<file path="src/rtl/tmr_chan_pkg.sv">
package tmr_chan_pkg;

  typedef enum logic [2:0] {
    SEL_LOAD   = 3'd0,
    SEL_COUNT  = 3'd1,
    SEL_CTRL   = 3'd2,
    SEL_CLR    = 3'd3,
    SEL_RAW    = 3'd4,
    SEL_MASKED = 3'd5,
    SEL_BGLOAD = 3'd6,
    SEL_SPARE  = 3'd7
  } reg_sel_e;

  typedef struct packed {
    logic       run;
    logic       periodic;
    logic       irq_en;
    logic [1:0] prescale;
    logic       wide;
    logic       single;
  } ctrl_t;

  localparam ctrl_t CTRL_RESET = '{run: 1'b0, periodic: 1'b0, irq_en: 1'b1,
                                   prescale: 2'd0, wide: 1'b0, single: 1'b0};

  function automatic logic [7:0] ctrl_to_bits(input ctrl_t c);
    return {c.run, c.periodic, c.irq_en, 1'b0, c.prescale, c.wide, c.single};
  endfunction

endpackage

</file>
<file path="src/rtl/tmr_prescale.sv">
module tmr_prescale #(
  parameter int MID_SHIFT = 4,
  parameter int HI_SHIFT  = 8
) (
  input  logic       clk,
  input  logic       rst,
  input  logic       run,
  input  logic       restart,
  input  logic [1:0] prescale,
  output logic       tick
);
  localparam int PW = HI_SHIFT;
  localparam logic [PW-1:0] MID_LIMIT = PW'((1 << MID_SHIFT) - 1);
  localparam logic [PW-1:0] HI_LIMIT  = '1;

  logic [PW-1:0] pcnt_q;
  logic [PW-1:0] limit;

  always_comb begin
    unique case (prescale)
      2'd0:    limit = '0;
      2'd1:    limit = MID_LIMIT;
      default: limit = HI_LIMIT;   // code 3 behaves as code 2
    endcase
  end

  assign tick = run && (pcnt_q == limit);

  always_ff @(posedge clk) begin
    if (rst || restart || !run || tick) pcnt_q <= '0;
    else                                pcnt_q <= pcnt_q + PW'(1);
  end

  AST_PCNT_BOUND: assert property (@(posedge clk) disable iff (rst)
    pcnt_q <= limit) else $error("prescaler count past limit");

endmodule

</file>
<file path="src/rtl/tmr_downcount.sv">
module tmr_downcount #(
  parameter int CW = 32,
  parameter int LW = 16
) (
  input  logic          clk,
  input  logic          rst,
  input  logic          tick,
  input  logic          periodic,
  input  logic          single,
  input  logic          wide,
  input  logic          restart,
  input  logic          load_wr,
  input  logic [CW-1:0] load_val,
  input  logic [CW-1:0] reload_val,
  output logic [CW-1:0] cnt_q,
  output logic          zero_evt
);
  logic [CW-1:0] mask, cur, cnt_d;
  logic          halted_q, halted_d, step;

  assign mask = wide ? '1 : CW'({LW{1'b1}});
  assign cur  = cnt_q & mask;
  assign step = tick && !halted_q;

  always_comb begin
    cnt_d    = cnt_q;
    halted_d = halted_q;
    zero_evt = 1'b0;
    if (restart) halted_d = 1'b0;
    if (load_wr) begin
      cnt_d = (cnt_q & ~mask) | (load_val & mask);
      if ((load_val & mask) != '0) halted_d = 1'b0;
    end else if (step) begin
      if (cur == '0) begin
        cnt_d = (cnt_q & ~mask) | ((periodic ? reload_val : '1) & mask);
      end else begin
        cnt_d = (cnt_q & ~mask) | ((cur - CW'(1)) & mask);
        if (cur == CW'(1)) begin
          zero_evt = 1'b1;
          if (single) halted_d = 1'b1;
        end
      end
    end
  end

  always_ff @(posedge clk) begin
    if (rst) begin
      cnt_q    <= '1;
      halted_q <= 1'b0;
    end else begin
      cnt_q    <= cnt_d;
      halted_q <= halted_d;
    end
  end

  AST_HALT_HOLDS: assert property (@(posedge clk) disable iff (rst)
    (halted_q && !load_wr && !restart) |=> $stable(cnt_q))
    else $error("stopped count moved");
  AST_UPPER_HELD: assert property (@(posedge clk) disable iff (rst)
    !wide |=> $stable(cnt_q[CW-1:LW]))
    else $error("upper half changed in narrow width");
  AST_LOAD_TAKES: assert property (@(posedge clk) disable iff (rst)
    load_wr |=> ((cnt_q & $past(mask)) == $past(load_val & mask)))
    else $error("load write not copied to count");

endmodule

</file>
<file path="src/rtl/tmr_irqflag.sv">
module tmr_irqflag (
  input  logic clk,
  input  logic rst,
  input  logic set,
  input  logic clr,
  input  logic irq_en_next,
  output logic raw_q,
  output logic irq_q
);
  logic raw_d;

  assign raw_d = set || (raw_q && !clr);

  always_ff @(posedge clk) begin
    if (rst) begin
      raw_q <= 1'b0;
      irq_q <= 1'b0;
    end else begin
      raw_q <= raw_d;
      irq_q <= raw_d && irq_en_next;
    end
  end

  AST_CLR_CLEARS: assert property (@(posedge clk) disable iff (rst)
    (clr && !set) |=> !raw_q) else $error("clear ignored");

endmodule

</file>
<file path="src/rtl/tmr_channel.sv">
module tmr_channel #(
  parameter int CNT_W     = 32,
  parameter int NARROW_W  = 16,
  parameter int MID_SHIFT = 4,
  parameter int HI_SHIFT  = 8
) (
  input  logic             clk,
  input  logic             rst,
  input  logic             wr_en,
  input  logic [2:0]       wr_sel,
  input  logic [CNT_W-1:0] wr_data,
  input  logic [2:0]       rd_sel,
  output logic [CNT_W-1:0] rd_data,
  output logic             irq
);
  import tmr_chan_pkg::*;

  ctrl_t            ctrl_q, ctrl_d, ctrl_wdata;
  logic [CNT_W-1:0] load_q, cnt_q;
  logic             ctrl_wr, load_wr, bg_wr, clr_wr, restart;
  logic             tick, zero_evt, raw_q, irq_q;

  assign ctrl_wr = wr_en && (wr_sel == SEL_CTRL);
  assign load_wr = wr_en && (wr_sel == SEL_LOAD);
  assign bg_wr   = wr_en && (wr_sel == SEL_BGLOAD);
  assign clr_wr  = wr_en && (wr_sel == SEL_CLR);

  assign ctrl_wdata = '{run: wr_data[7], periodic: wr_data[6], irq_en: wr_data[5],
                        prescale: wr_data[3:2], wide: wr_data[1], single: wr_data[0]};
  assign ctrl_d  = ctrl_wr ? ctrl_wdata : ctrl_q;
  assign restart = ctrl_wr && ctrl_wdata.run;

  always_ff @(posedge clk) begin
    if (rst) begin
      ctrl_q <= CTRL_RESET;
      load_q <= '0;
    end else begin
      ctrl_q <= ctrl_d;
      if (load_wr || bg_wr) load_q <= wr_data;
    end
  end

  tmr_prescale #(.MID_SHIFT(MID_SHIFT), .HI_SHIFT(HI_SHIFT)) u_pre (
    .clk(clk), .rst(rst), .run(ctrl_q.run), .restart(ctrl_wr),
    .prescale(ctrl_q.prescale), .tick(tick)
  );

  tmr_downcount #(.CW(CNT_W), .LW(NARROW_W)) u_cnt (
    .clk(clk), .rst(rst), .tick(tick), .periodic(ctrl_q.periodic),
    .single(ctrl_q.single), .wide(ctrl_q.wide), .restart(restart),
    .load_wr(load_wr), .load_val(wr_data), .reload_val(load_q),
    .cnt_q(cnt_q), .zero_evt(zero_evt)
  );

  tmr_irqflag u_irq (
    .clk(clk), .rst(rst), .set(zero_evt), .clr(clr_wr),
    .irq_en_next(ctrl_d.irq_en), .raw_q(raw_q), .irq_q(irq_q)
  );

  assign irq = irq_q;

  always_ff @(posedge clk) begin
    if (rst) rd_data <= '0;
    else begin
      case (rd_sel)
        SEL_LOAD, SEL_BGLOAD: rd_data <= load_q;
        SEL_COUNT:            rd_data <= cnt_q;
        SEL_CTRL:             rd_data <= CNT_W'(ctrl_to_bits(ctrl_q));
        SEL_RAW:              rd_data <= CNT_W'(raw_q);
        SEL_MASKED:           rd_data <= CNT_W'(raw_q && ctrl_q.irq_en);
        default:              rd_data <= '0;
      endcase
    end
  end

  AST_ZERO_SETS_RAW: assert property (@(posedge clk) disable iff (rst)
    zero_evt |=> raw_q) else $error("zero step did not set flag");
  AST_IRQ_NEEDS_EN: assert property (@(posedge clk) disable iff (rst)
    irq_q |-> ctrl_q.irq_en) else $error("irq without enable");

endmodule

</file>
<file path="config.mk">
export PLATFORM = sky130hd
export DESIGN_NAME = tmr_channel
export DESIGN_NICKNAME = d
export VERILOG_FILES = /design/src/rtl/tmr_chan_pkg.sv /design/src/rtl/tmr_prescale.sv /design/src/rtl/tmr_downcount.sv /design/src/rtl/tmr_irqflag.sv /design/src/rtl/tmr_channel.sv
export SDC_FILE = /design/constraint.sdc
export NUM_CORES = 1
export LEC_CHECK = 0
export ABC_AREA = 1
export BUFFER_PORTS_ARGS = -buffer_cell sky130_fd_sc_hd__buf_2
export CAP_MARGIN = 15
export CORE_MARGIN = 1
export CORE_UTILIZATION = 55
export CTS_CLUSTER_DIAMETER = 100
export DETAILED_ROUTE_END_ITERATION = 10
export PLACE_DENSITY = 0.72
export SETUP_SLACK_MARGIN = 0.4
export SYNTH_ARGS = -nofsm -noshare
export SYNTH_HDL_FRONTEND = slang
export SYNTH_SLANG_ARGS = --single-unit
</file>
<file path="constraint.sdc">
create_clock -name clk -period 3.4 [get_ports clk]
set_input_delay 0.17 -clock clk [delete_from_list [all_inputs] [get_ports clk]]
set_output_delay 0.17 -clock clk [all_outputs]
set_load 0.005 [all_outputs]
</file>
; Yosys cells after proc, flatten, opt, wreduce, memory -nomap -nowiden
; Index checks and enable logic that the tools add are counted.
[word_totals]
inputBits = 41
reg_bits = 114
output_inout_bits = 33
wordCells = 79
[classes]
bitwise = 9
muxes = 19
reduce_logical = 25
n_eq_ne = 11
n_addsub = 2
[op_table]
columns = cell, count
row1 = bitwise AND 32 bit, 5
row2 = two-way mux 32 bit, 5
row3 = case mux 32 bit (5 select lines), 1
row4 = bitwise OR 32 bit, 3
row5 = "equality test 32 x 1 -> 1 bit, second input constant", 1
row6 = logical NOT 32 bit, 1
row7 = inverter 32 bit, 1
row8 = nonzero test 32 bit, 1
row9 = "subtractor 32 x 1 -> 32 bit, second input constant", 1
row10 = case mux 8 bit (2 select lines), 1
row11 = "equality test 3 bit, second input constant", 4
row12 = two-way mux 1 bit, 11
row13 = logical AND 1 bit, 10
row14 = "equality test 3 x 2 -> 1 bit, second input constant", 3
row15 = "adder 8 x 1 -> 8 bit, second input constant", 1
row16 = equality test 8 bit, 1
row17 = logical NOT 3 bit, 2
row18 = logical OR 1 bit, 5
row19 = two-way mux 5 bit, 1
row20 = "equality test 3 x 1 -> 1 bit, second input constant", 1
row21 = logical NOT 1 bit, 3
row22 = "equality test 2 x 1 -> 1 bit, second input constant", 1
row23 = logical NOT 2 bit, 1
row24 = nonzero test 2 bit, 1
row25 = OR reduction 2 bit, 1

; Depth between registers and ports, before layout
[depth]
ltp_word = 9
depth_mapped = 12
mapped_depth_nobuf = 12

; Hierarchy
; From an unflattened synthesis, not the netlist that was laid out.
[hier_totals]
cells_unflattened = 1019
area_unflattened_um2 = 6610.1
[by_module_without_submodules]
columns = mod, seq_area_each_um2, n_inst, cells_each, area_per_inst_um2
row1 = tmr_downcount, 660.6, 1, 558, 3223.1
row2 = tmr_channel, 1421.4, 1, 397, 2915.3
row3 = tmr_prescale, 160.2, 1, 55, 401.6
row4 = tmr_irqflag, 40.0, 1, 9, 70.1

; Worst setup path before layout
; Ideal clock, no wire load.
[synth_path]
path_kind = flip-flop to flip-flop
from = register u_cnt.cnt_q[0]
to = register u_cnt.cnt_q[15]
setup_time_ns = 0.122
t_arrival_ns = 1.611
synth_period_minus_slack_ns = 1.734
slack_ns = 1.666
stages_incl_launch_ff = 13
cell_sequence = dfxtp_1 inv_1 ha_1 nand2_2 nor2_4 nand2_2 nor2_4 nand2_4 clkinv_4 buf_6 nand2_1 nand3_1 nand3b_1
[synth_via]
elab_chain_len = 7
[synth_lines]
columns = item, line_no
row1 = start: declaration, tmr_downcount.sv:15  ; output logic [CW-1:0] cnt_q,
row2 = start signal: assignment, tmr_downcount.sv:51  ; cnt_q <= cnt_d;
row3 = bitwise AND 32 bit (*), tmr_downcount.sv:22  ; assign cur = cnt_q & mask;
row4 = subtractor 32 x 1 -> 32 bit, tmr_downcount.sv:37  ; cnt_d = (cnt_q & ~mask) | ((cur - CW'(1)) & mask);
row5 = bitwise AND 32 bit, tmr_downcount.sv:37
row6 = bitwise OR 32 bit, tmr_downcount.sv:37
row7 = two-way mux 32 bit (*), tmr_downcount.sv:34  ; if (cur == '0) begin
row8 = two-way mux 32 bit (*), tmr_downcount.sv:33  ; end else if (step) begin
row9 = two-way mux 32 bit (*), tmr_downcount.sv:30  ; if (load_wr) begin
; Every way passes the cells marked *; elsewhere a longest branch is shown, timed or not. The select of a mux whose other input is x is not followed.
; A chain may end at the register's enable or synchronous reset.

; Final worst setup path
[layout_path]
from = register ctrl_q[1] in the netlist's numbering
to = register u_cnt.cnt_q[19]
[layout_via]
elab_chain_len = 8
[layout_lines]
columns = item, line_no
row1 = start: declaration, tmr_channel.sv:18  ; ctrl_t ctrl_q, ctrl_d, ctrl_wdata;
row2 = start signal: assignment, tmr_channel.sv:38  ; ctrl_q <= ctrl_d;
row3 = two-way mux 32 bit (*), tmr_downcount.sv:21  ; assign mask = wide ? '1 : CW'({LW{1'b1}});
row4 = bitwise AND 32 bit, tmr_downcount.sv:22
row5 = subtractor 32 x 1 -> 32 bit, tmr_downcount.sv:37
row6 = bitwise AND 32 bit, tmr_downcount.sv:37
row7 = bitwise OR 32 bit, tmr_downcount.sv:37
row8 = two-way mux 32 bit, tmr_downcount.sv:34
row9 = two-way mux 32 bit, tmr_downcount.sv:33
row10 = two-way mux 32 bit (*), tmr_downcount.sv:30
; Marks and branches as above.

==> impl_metrics.env <==
export IMPL_status="complete, no violations"
export IMPL_clock_power_share_pct=50.8
export IMPL_grt_start_max_net_pins=73
export IMPL_rows=37
export IMPL_tightest_slew_ns=1.14
export IMPL_yosysWarnings=0
export IMPL_post_route_period_util_pct=66.2
export IMPL_syn_area_per_cell_um2=6.60
export IMPL_die_area_um2=11400
export IMPL_clockBufferDepth=2
export IMPL_vias=6498
export IMPL_rr_worst_depth=12
export IMPL_grt_pass1_vias=6201
export IMPL_postCtsSetupBuffers=0
export IMPL_seq_power_share_pct=39.0
export IMPL_grt_pass1_wl_um=29700
export IMPL_core_um2=10500
export IMPL_post_route_util_pct=70.5
export IMPL_ys_seq_area_share_pct=37.8
export IMPL_synth_nets=959
export IMPL_fin_hold_ws_ns=0.111
export IMPL_drive_above_1_share_pct=13.2
export IMPL_track_usage_pct=33.6
export IMPL_nets=1050
export IMPL_antenna_found_initial=0
export IMPL_rsz0062_at_grt="no"
export IMPL_antennaDiodeCount=0
export IMPL_synth_common_cells="nand2_1, nor2_1, dfxtp_1"
export IMPL_io_buffer_count=73
export IMPL_clk_latency_ns=0.54
export IMPL_root_buffer="clkbuf_8"
export IMPL_place_ws_ns=1.17
export IMPL_syn_inst=915
export IMPL_dr_pass1_iters=6
export IMPL_synthToLayoutAreaGrowth_pct=22.2
export IMPL_yosysUniqueCellTypes=39
export IMPL_ys_ff_latch=114
export IMPL_start_util_pct=57.7
export IMPL_async_flop_share_pct=0
export IMPL_period_needed_ns=2.25
export IMPL_synth_top_area_share_pct=37.8
export IMPL_io_pins=74
export IMPL_powerDensity_nw_per_um2=496
export IMPL_numCtsBuffers=17
export IMPL_finalMaxSlewViolations=0
export IMPL_drc=0
export IMPL_power_internal_mw=2.77
export IMPL_dp_hpwl_um=12400
export IMPL_setup_slack_ns=1.15
export IMPL_leakage_nw=3.46
export IMPL_min_from="rd_sel[0]"
export IMPL_cp_required_ns=3.83
export IMPL_whs_path_depth=4
export IMPL_yosysTopAreaCell="dfxtp_1"
export IMPL_whs_endpoint="rd_data[0]$_SDFF_PP0_"
export IMPL_arrival_ns=2.68
export IMPL_cts_tree="done"
export IMPL_die_x_um=107
export IMPL_skew_ns=0.00764
export IMPL_setup_violations=0
export IMPL_crit_type="flip-flop to flip-flop"
export IMPL_p_switching_mw=0.892
export IMPL_power_switching_fraction_pct=24.4
export IMPL_placed_cell_area_um2=6440
export IMPL_postRouteAntennaNets=0
export IMPL_grt_overflow=0
export IMPL_yosysMostFrequentCell="nand2_1"
export IMPL_r2r_slack_ns=1.15
export IMPL_synth_ff_type="dfxtp_1"
export IMPL_ir_drop_v=0.000587
export IMPL_reg2reg_to="u_cnt.cnt_q[19]$_SDFFE_PP1P_"
export IMPL_crit_fanout=39
export IMPL_post_drt_wl_per_cell_um=15.9
export IMPL_fp_dieH_um=107
export IMPL_fin_setup_tns_ns=0
export IMPL_final_cell_area_um2=7370
export IMPL_max_freq_ghz=0.444
export IMPL_drt_wl_total_um=18400
export IMPL_hp_class="input pin to flip-flop"
export IMPL_slew_headroom_pct=23.8
export IMPL_viasPerCell=5.63
export IMPL_r2r_start="ctrl_q[1]$_SDFFE_PP0P_"
export IMPL_synth_edf_count=0
export IMPL_path_clk_slew_ns=0.06
export IMPL_numClockSinks=114
export IMPL_gp_congestion=0.914
export IMPL_yosys_top_cells_area="dfxtp_1, nand2_1, nor2_1"
export IMPL_drt_iter0_markers=583
export IMPL_worst_setup_path_start_kind="flip-flop"
export IMPL_cts_max_level=4
export IMPL_hold_viol=0
export IMPL_p_comb_share_pct=10.1
export IMPL_mappedNetlistArea_um2=6040
export IMPL_maxCapViolCount=0
export IMPL_crit_path_end_kind="flip-flop"
## cells in the final DEF (no fill, tap or decap), drive strengths merged, types with 8 or more instances in the layout
cell	count
nand3	64
clkbuf	21
buf	80
xor2	8
inv	83
dfxtp	114
a21oi	45
nor3	8
dlygate4sd3	32
clkinv	8
nand2	223
a22oi	25
nand3b	13
nor2	166
o21ai	78
## power by group through the flow
stage               Combinational [mW]  Sequential [mW]  Clock [mW]
floorplan                        0.223             1.45           0
global placement                 0.327             1.45           0
detailed placement               0.331             1.45           0
CTS                              0.364             1.43        1.86
global route                     0.410             1.43        1.94
finish                           0.371             1.43        1.86
## worst max-delay path, stage by stage (launching register included)
cell	delay, ns
dfxtp_1	0.30
buf_4	0.37
nand2_1	0.20
nand2_1	0.20
nor2_4	0.07
nand2_2	0.11
nor2_8	0.06
nand2_4	0.21
clkinv_4	0.25
o21ai_0	0.14
nand2_1	0.07
nand2_1	0.06
nand2_1	0.05
## registers in the layout, summed over array words and instances, names as in the netlist
| signal | cells |
|---|---|
| u_cnt.cnt_q | 32 |
| u_cnt.halted_q | 1 |
| ctrl_q | 7 |
| u_irq.raw_q | 1 |
| u_irq.irq_q | 1 |
| load_q | 32 |
| rd_data | 32 |
| u_pre.pcnt_q | 8 |
## cell type report
class	count	area [µm²]
multi-input combinational	676	3240
inverter	85	324
timing repair buffer	112	738
tap	136	170
fill	878	3090
clock inverter	11	158
sequential	114	2280
clock buffer	21	459
## timing repair
action,in CTS,in global routing
hold buffers,32,0
gates resized for setup,0,0
endpoints found under the hold margin,40,0
## stage by stage
step,instances,power (mW)
6_report,1155,3.66
4_1_cts,1155,3.66
3_3_place_gp,1091,1.78
3_5_place_dp,1091,1.79
5_1_grt,1155,3.78
2_1_floorplan,915,1.67
## layer usage
layer | vias to the layer above | share of wire, % | track usage [%]
met1 | 2981 | 41 | 39.4
met5 | - | 0 | 0
met3 | 43 | 7.3 | 8.21
li1 | 3162 | - | -
met4 | 0 | 2.4 | 14.6
met2 | 312 | 49 | 57.9
## worst max-delay path by stage
stage	from	end	cells past startpoint
2_1_floorplan	u_cnt.cnt_q[0]$_SDFFE_PP1P_	u_cnt.cnt_q[15]$_SDFFE_PP1P_	12
3_3_place_gp	ctrl_q[1]$_SDFFE_PP0P_	u_cnt.cnt_q[19]$_SDFFE_PP1P_	12
3_5_place_dp	ctrl_q[1]$_SDFFE_PP0P_	u_cnt.cnt_q[19]$_SDFFE_PP1P_	12
4_1_cts	ctrl_q[1]$_SDFFE_PP0P_	u_cnt.cnt_q[19]$_SDFFE_PP1P_	12
5_1_grt	ctrl_q[1]$_SDFFE_PP0P_	u_cnt.cnt_q[19]$_SDFFE_PP1P_	12
6_report	ctrl_q[1]$_SDFFE_PP0P_	u_cnt.cnt_q[19]$_SDFFE_PP1P_	12
## logic make-up (layout without fill, tap and decap cells)
kind of cell / after synthesis / count (layout) / share of synthesized area [%]
flip-flops: 114 / 114 / 37.8
AND/OR/NAND/NOR: 487 / 487 / 34.7
buffers and inverters: 125 / 229 / 8.56
adder cells (fa/ha/maj): 3 / 3 / 0.622
XOR/XNOR: 14 / 14 / 2.03
AO/OA/AOI/OAI: 172 / 172 / 16.3
Note: power is estimated with default switching activity, not from simulation.
